[src/rtl/lpc_pkg.sv]
package lpc_pkg;
  localparam int KIND_W = 2;
  localparam int VERD_W = 2;

  typedef enum logic [KIND_W-1:0] {
    K_LOAD  = 2'd0,
    K_STORE = 2'd1,
    K_FETCH = 2'd2,
    K_ALT   = 2'd3
  } kind_e;

  typedef enum logic [VERD_W-1:0] {
    VD_OK  = 2'd0,
    VD_PF  = 2'd1,
    VD_SAF = 2'd2,
    VD_IAF = 2'd3
  } verdict_e;

  typedef struct packed {
    logic v;
    logic r;
    logic w;
    logic x;
    logic u;
  } pte_t;

  // kind seen by all checks: shadow-stack access becomes a store, code 3 a load
  function automatic kind_e eff_kind(input logic [KIND_W-1:0] k, input logic ss);
    if (ss) return K_STORE;
    case (k)
      2'd1:    return K_STORE;
      2'd2:    return K_FETCH;
      default: return K_LOAD;
    endcase
  endfunction

  // write-only encoding: candidate shadow-stack page
  function automatic logic wo_page(input pte_t p);
    return !p.r && p.w && !p.x;
  endfunction

  function automatic logic user_blocked(input pte_t p, input kind_e k,
                                        input logic sup, input logic sum_i);
    if (p.u) return sup && ((k == K_FETCH) || !sum_i);
    return !sup;
  endfunction

  function automatic logic plain_denied(input pte_t p, input kind_e k, input logic mxr_i);
    case (k)
      K_FETCH: return !p.x;
      K_STORE: return !p.w;
      default: return !p.r && !(mxr_i && p.x);
    endcase
  endfunction
endpackage

[src/rtl/lpc_rules.sv]
module lpc_rules
  import lpc_pkg::*;
(
  input  pte_t              pte,
  input  logic [KIND_W-1:0] kind_in,
  input  logic              ss_acc,
  input  logic              ss_en,
  input  logic              priv_super,
  input  logic              sum,
  input  logic              mxr,
  input  logic              bare,
  input  logic              sp_misal,
  output logic [VERD_W-1:0] verdict,
  output logic [KIND_W-1:0] eff_out,
  output logic              u_fail,
  output logic              enc_bad,
  output logic              ss_mismatch,
  output logic              perm_bad
);
  kind_e k;
  logic  is_wo;
  logic  st_on_ss, fe_on_ss;

  always_comb begin
    k           = eff_kind(kind_in, ss_acc);
    is_wo       = wo_page(pte);
    u_fail      = user_blocked(pte, k, priv_super, sum);
    enc_bad     = !pte.v || (!pte.r && pte.w && (pte.x || !ss_en));
    st_on_ss    = is_wo && (k == K_STORE) && !ss_acc;
    fe_on_ss    = is_wo && (k == K_FETCH);
    ss_mismatch = ss_acc && ((pte.r && pte.w) || pte.x);
    perm_bad    = plain_denied(pte, k, mxr);
  end

  // priority chain: first failing check wins
  always_comb begin
    if (bare)              verdict = ss_acc ? VD_SAF : VD_OK;
    else if (u_fail)       verdict = VD_PF;
    else if (enc_bad)      verdict = VD_PF;
    else if (st_on_ss)     verdict = VD_SAF;
    else if (fe_on_ss)     verdict = VD_IAF;
    else if (ss_mismatch)  verdict = VD_SAF;
    else if (perm_bad)     verdict = VD_PF;
    else if (sp_misal)     verdict = VD_PF;
    else                   verdict = VD_OK;
  end

  assign eff_out = k;
endmodule

[src/rtl/lpc_resp_reg.sv]
module lpc_resp_reg #(
  parameter int W = 4
) (
  input  logic         clk,
  input  logic         rst_n,
  input  logic         in_valid,
  output logic         in_ready,
  input  logic [W-1:0] in_data,
  output logic         out_valid,
  input  logic         out_ready,
  output logic [W-1:0] out_data
);
  logic in_fire;

  assign in_ready = !out_valid || out_ready;
  assign in_fire  = in_valid && in_ready;

  always_ff @(posedge clk) begin
    if (!rst_n) begin
      out_valid <= 1'b0;
      out_data  <= '0;
    end else begin
      if (in_fire) begin
        out_valid <= 1'b1;
        out_data  <= in_data;
      end else if (out_ready) begin
        out_valid <= 1'b0;
      end
    end
  end


  hold_chk: assert property (@(posedge clk) disable iff (!rst_n)
    out_valid && !out_ready |=> out_valid && $stable(out_data));


  fill_chk: assert property (@(posedge clk) disable iff (!rst_n)
    in_fire |=> out_valid);
endmodule

[src/rtl/leaf_perm_check.sv]
module leaf_perm_check
  import lpc_pkg::*;
(
  input  logic       clk,
  input  logic       rst_n,
  input  logic       req_valid,
  output logic       req_ready,
  input  logic       pte_v,
  input  logic       pte_r,
  input  logic       pte_w,
  input  logic       pte_x,
  input  logic       pte_u,
  input  logic [1:0] acc_kind,
  input  logic       ss_acc,
  input  logic       ss_en,
  input  logic       priv_super,
  input  logic       sum,
  input  logic       mxr,
  input  logic       bare,
  input  logic       sp_misal,
  output logic       rsp_valid,
  input  logic       rsp_ready,
  output logic [1:0] rsp_verdict,
  output logic [1:0] rsp_eff_kind
);
  localparam int PAY_W = VERD_W + KIND_W;

  pte_t              entry;
  logic [VERD_W-1:0] verdict_c;
  logic [KIND_W-1:0] eff_c;
  logic              u_fail, enc_bad, ss_mismatch, perm_bad;
  logic [PAY_W-1:0]  pay_q;
  logic              req_fire;

  assign entry    = '{v: pte_v, r: pte_r, w: pte_w, x: pte_x, u: pte_u};
  assign req_fire = req_valid && req_ready;

  lpc_rules u_rules (
    .pte        (entry),
    .kind_in    (acc_kind),
    .ss_acc     (ss_acc),
    .ss_en      (ss_en),
    .priv_super (priv_super),
    .sum        (sum),
    .mxr        (mxr),
    .bare       (bare),
    .sp_misal   (sp_misal),
    .verdict    (verdict_c),
    .eff_out    (eff_c),
    .u_fail     (u_fail),
    .enc_bad    (enc_bad),
    .ss_mismatch(ss_mismatch),
    .perm_bad   (perm_bad)
  );

  lpc_resp_reg #(.W(PAY_W)) u_resp (
    .clk      (clk),
    .rst_n    (rst_n),
    .in_valid (req_valid),
    .in_ready (req_ready),
    .in_data  ({verdict_c, eff_c}),
    .out_valid(rsp_valid),
    .out_ready(rsp_ready),
    .out_data (pay_q)
  );

  assign rsp_verdict  = pay_q[PAY_W-1 -: VERD_W];
  assign rsp_eff_kind = pay_q[KIND_W-1:0];


  ss_store_chk: assert property (@(posedge clk) disable iff (!rst_n)
    req_fire && ss_acc |=> rsp_eff_kind == 2'b01);


  ss_bare_chk: assert property (@(posedge clk) disable iff (!rst_n)
    req_fire && ss_acc && bare |=> rsp_verdict == 2'b10);


  inv_pf_chk: assert property (@(posedge clk) disable iff (!rst_n)
    req_fire && !bare && !u_fail && !pte_v |=> rsp_verdict == 2'b01);


  ss_mis_chk: assert property (@(posedge clk) disable iff (!rst_n)
    req_fire && !bare && !u_fail && !enc_bad && ss_mismatch |=> rsp_verdict == 2'b10);


  misal_chk: assert property (@(posedge clk) disable iff (!rst_n)
    req_fire && !bare && !u_fail && !enc_bad && !ss_acc && !perm_bad && sp_misal
    && !(pte_w && !pte_r && !pte_x) |=> rsp_verdict == 2'b01);
endmodule

[config.mk]
export PLATFORM = sky130hd
export DESIGN_NAME = leaf_perm_check
export DESIGN_NICKNAME = d
export VERILOG_FILES = /design/src/rtl/lpc_pkg.sv /design/src/rtl/lpc_rules.sv /design/src/rtl/lpc_resp_reg.sv /design/src/rtl/leaf_perm_check.sv
export SDC_FILE = /design/constraint.sdc
export NUM_CORES = 1
export LEC_CHECK = 0
export BUFFER_PORTS_ARGS = -buffer_cell sky130_fd_sc_hd__clkbuf_2
export CAP_MARGIN = 5
export CELL_PAD_IN_SITES_DETAIL_PLACEMENT = 1
export CELL_PAD_IN_SITES_GLOBAL_PLACEMENT = 2
export CORE_MARGIN = 10
export CORE_UTILIZATION = 19
export DETAILED_ROUTE_END_ITERATION = 10
export GPL_ROUTABILITY_DRIVEN = 1
export HOLD_SLACK_MARGIN = 0.02
export PLACE_DENSITY_LB_ADDON = 0.1
export SETUP_SLACK_MARGIN = 0.5
export SKIP_LAST_GASP = 1
export SLEW_MARGIN = 5
export SYNTH_ARGS = -nofsm -noshare
export SYNTH_HDL_FRONTEND = slang
export SYNTH_HIERARCHICAL = 1
export SYNTH_SLANG_ARGS = --single-unit
[constraint.sdc]
create_clock -name clk -period 1.9 [get_ports clk]
set_input_delay 0.19 -clock clk [delete_from_list [all_inputs] [get_ports clk]]
set_output_delay 0.19 -clock clk [all_outputs]
set_load 0.03 [all_outputs]
# == Yosys cells after proc, flatten, opt, wreduce, memory -nomap -nowiden ==
# Index checks and enable logic that the tools add are counted.
# word_totals
regBits,5
output_inout_bits,6
word_cells,53
# op_classes
eq_ne,4
mux,19
reduce_logical,28
# op_table
op,count
2-to-1 mux 2 bit,10
logical AND 1 bit,12
zero test 1 bit,10
2-to-1 mux 1 bit,7
logical OR 1 bit,5
"== test 2 x 1 -> 1 bit, second input constant",2
"== test 2 bit, second input constant",2
one-hot mux 2 bit (2 select lines),1
one-hot mux 1 bit (2 select lines),1
nonzero test 2 bit,1

# == Logic depth before layout (Yosys ltp) ==
# logic_depth
word_depth,12
ltp_mapped,10
ltp_nobuf,10

# == Cells and area by module ==
# The synthesis kept the hierarchy.
# modules_own_cells
mod,instances,cells_each,area_each_um2,seq_area_each_um2
lpc_resp_reg,1,23,224.0,100.1
lpc_rules,1,32,211.5,0.0

# == Least setup slack after synthesis ==
# No wires, ideal clock.
# synth_path
path_type,input to register
start,input acc_kind[1]
end,register u_resp.out_data[2]
setup_time_ns,0.115
arrival_time_ns,1.867
t_required_ns,1.785
path_slack_ns,-0.082
cell_stages,9
n_path_buf,0
cell_sequence,inv_1 > or3_1 > ha_1 > or2b_2 > a21oi_1 > a211o_1 > o41a_1 > nand4_1 > o21ai_2
# synth_between
elab_chain_cells,12
# synth_lines
item,line_no,rtl
from (decl),leaf_perm_check.sv:13,"input logic [1:0] acc_kind,"
== test 2 bit or == test 2 x 1 -> 1 bit (tied branches),lpc_pkg.sv:30,case (k)
one-hot mux 2 bit (2 select lines) (*),lpc_pkg.sv:30,
2-to-1 mux 2 bit (*),lpc_pkg.sv:30,
== test 2 x 1 -> 1 bit or == test 2 bit (tied branches),lpc_pkg.sv:49,case (k)
one-hot mux 1 bit (2 select lines) (*),lpc_pkg.sv:49,
named net perm_bad,leaf_perm_check.sv:31,"logic u_fail, enc_bad, ss_mismatch, perm_bad;"
2-to-1 mux 2 bit (*),lpc_rules.sv:43,else if (perm_bad) verdict = VD_PF;
2-to-1 mux 2 bit (*),lpc_rules.sv:42,else if (ss_mismatch) verdict = VD_SAF;
2-to-1 mux 2 bit (*),lpc_rules.sv:41,else if (fe_on_ss) verdict = VD_IAF;
2-to-1 mux 2 bit (*),lpc_rules.sv:40,else if (st_on_ss) verdict = VD_SAF;
2-to-1 mux 2 bit (*),lpc_rules.sv:39,else if (enc_bad) verdict = VD_PF;
2-to-1 mux 2 bit (*),lpc_rules.sv:38,else if (u_fail) verdict = VD_PF;
2-to-1 mux 2 bit (*),lpc_rules.sv:37,if (bare) verdict = ss_acc ? VD_SAF : VD_OK;
named net verdict_c[0],leaf_perm_check.sv:29,logic [VERD_W-1:0] verdict_c;
to (signal assigned),lpc_resp_reg.sv:25,out_data <= in_data;
to (decl),lpc_resp_reg.sv:11,output logic [W-1:0] out_data
# The timed path passes the listed nets; every way through them passes the cells marked *. The select of a mux whose other input is x is not followed.
# A chain may end at the register's enable or synchronous reset.

# == Worst setup path after layout ==
# layout_path
start,input acc_kind[0]
end,register u_resp.out_data[2]
# The elaborated chain is that of the path after synthesis.

==> summary.md <==
| Metric | Value |
|---|---|
| Hold slack | `262 ps` |
| Count of endpoints failing setup in the final report | `0` |
| Worst reg-to-reg setup slack | `1070 ps` |
| Sequential cell area | `100 um2` |
| Vias in the first global route | `487` |
| Remaining antenna violation count after routing | `0` |
| HP Class | `primary input to flip-flop` |
| Leakage power figure | `0.313 nW` |
| Post-Route Utilization | `29.7%` |
| Count of warnings emitted by yosys | `6` |
| GRT Max-Usage Layer | `met2` |
| Setup slack of the critical path after layout | `173 ps` |
| Setup TNS after final layout | `0 ps` |
| Post-synthesis to final-layout area growth | `51.6%` |
| Sinks on Clock Net | `5` |
| Remaining design rule violation count | `0` |
| Die outline width | `67.5 um` |
| Floorplan Core Area | `0.00219 mm2` |
| Clk Tree Root Cell | `clkbuf_4` |
| Number of nets in the layout | `102` |
| Crit Path Class | `primary input to flip-flop` |
| CTS H-Tree Depth | `1` |
| Worst Max-Slew Pin Slew | `192 ps` |
| Number of nets in the synthesized netlist | `74` |
| Detailed Place HPWL | `1090 um` |
| Via density per instance | `4.27` |
| Full die area | `0.00456 mm2` |
| GRT overflow | `0` |
| Source-to-sink clock delay at the later pin of the worst-skew pair | `240 ps` |
| Avg Cell Area, Syn | `7.95 um2` |
| Routed vias | `465` |
| Worst supply voltage drop on vdd | `268 uV` |
| Combined area of the multi-input logic cells | `329 um2` |
| Synthesized instance count | `54` |
| Total wire length | `1350 um` |
| Crit. Startpoint | `acc_kind[0]` |
| RSZ-0062 raised after global routing | `yes` |
| Tcrit/Tclk final | `90.9%` |
| Tightest slew margin relative to the limit | `86.8%` |
| GR Layer Usage met2 | `10.1%` |
| Maximum number of buffers from clock root to sink | `2` |
| Max-cap violations | `0` |
| Fraction of final layout cells sized beyond drive strength 1 | `50.6%` |
| Biggest fanout along the worst timing path | `3` |
| Arrival time of the worst setup path | `1860 ps` |
| Number of filler instances in the final layout | `292` |
| Hold Violations, Final | `0` |
| Initial DRC Count | `19` |
| Number of standard-cell rows in the floorplan | `17` |
| Number of antenna violations at the first check in global routing | `0` |
| Max-slew violation count | `0` |
| Peak clock frequency supported by timing | `0.579 GHz` |
| Final weighted congestion of routability-driven global placement | `0.676` |
| Worst r2r src | `u_resp/out_valid` |
| Grt met1 use | `5.68%` |
| First-pass detailed-route iteration total | `4` |
| Required time of the critical path | `2040 ps` |
| Global Route Usage Sum | `6.18%` |
| Type of element capturing the critical path | `flip-flop` |
| Cts bufs inserted | `3` |
| Crit path launch type | `primary input` |
| Die height | `67.5 um` |
| Worst setup slack before clock tree synthesis | `-167 ps` |
| TritonCTS clock tree | `built` |
| Result of the run | `finished clean` |
| Initial core utilization | `19.6%` |
| Capture point of the worst path | `u_resp/out_data[2]` |
| Worst Skew | `0.727 ps` |
| GR met3 Demand/Resource | `3.47%` |
| Count of port buffers added during placement | `23` |
| Post-layout min period | `1730 ps` |
| Pwr/cell area | `544 mW/mm2` |
| Clock slew at reported path FFs | `50 ps` |
| Average routed wire per standard cell | `12.4 um` |
| Reg2Reg Depth | `3` |
| Maximum number of pins on one net before global-route repair | `10` |
| First-pass GRT wire length | `2090 um` |
| Synthesized area | `429 um2` |
| Hold buffer count at CTS | `0` |
| Antenna diode count | `0` |
| Total I/O pin count | `24` |
| Worst R2R End | `u_resp/out_data[1]` |
## layer usage
layer,wire length (um),vias up
li1,-,241
met1,515,208
met2,675,14
met3,141,2
met4,16,0
met5,0,-
## where the power goes
group / switching (mW) / internal (mW)
registers: 0.00353 / 0.111
clock network: 0.0471 / 0.0796
logic: 0.0597 / 0.0524
## what timing repair did
action                                 CTS  global route
pin swaps                                2             0
setup buffers                            0             0
setup endpoints to repair                2             2
endpoints found under the hold margin    0             0
gates resized for setup                  7             0
## final cells by class
| class | instances | area share (%) |
|---|---|---|
| sequential | 5 | 15.4 |
| multi-input combinational | 41 | 50.6 |
| tap | 28 | 5.38 |
| inverter | 6 | 3.46 |
| timing repair buffer | 25 | 21.2 |
| clock buffer | 4 | 4.04 |
## sequential cells by signal (all words and copies together) (netlist names)
name	count
u_resp/out_valid	1
u_resp/out_data	4
## placed cells by master, fill, tap and decap left out, types with 2 or more instances in the layout
cell,n
clkbuf_2,23
nand2_1,6
inv_1,5
dfxtp_1,5
nand4_1,4
o21ai_2,4
clkbuf_4,3
buf_6,2
nor2_1,2
nand2b_1,2
a21oi_1,2
nor2b_1,2
o21a_1,2
ha_4,2
## worst min-delay path by stage
stage	from	end	slack, ps	cells past startpoint
2_1_floorplan	req_valid	u_resp/out_valid	330	2
3_3_place_gp	u_resp/out_data[1]	u_resp/out_data[1]	450	2
3_5_place_dp	u_resp/out_data[1]	u_resp/out_data[1]	450	2
4_1_cts	req_valid	u_resp/out_valid	250	3
5_1_grt	req_valid	u_resp/out_valid	270	3
6_report	req_valid	u_resp/out_valid	260	3
## per-stage QoR
stage / instance area, um2 / power (mW) / std cells
2_1_floorplan: 434 / 0.181 / 54
3_3_place_gp: 584 / 0.221 / 105
3_5_place_dp: 584 / 0.221 / 105
4_1_cts: 651 / 0.364 / 109
5_1_grt: 651 / 0.381 / 109
6_report: 651 / 0.354 / 109
## worst max-delay path: stages
cell and delay, ps:
clkbuf_2 90, or3_4 400, ha_4 230, or2b_4 190
nor2_1 30, a211o_1 270, o41a_1 310, nand4_1 90
o21ai_2 60
No activity file was read; power rests on OpenSTA's default activity.
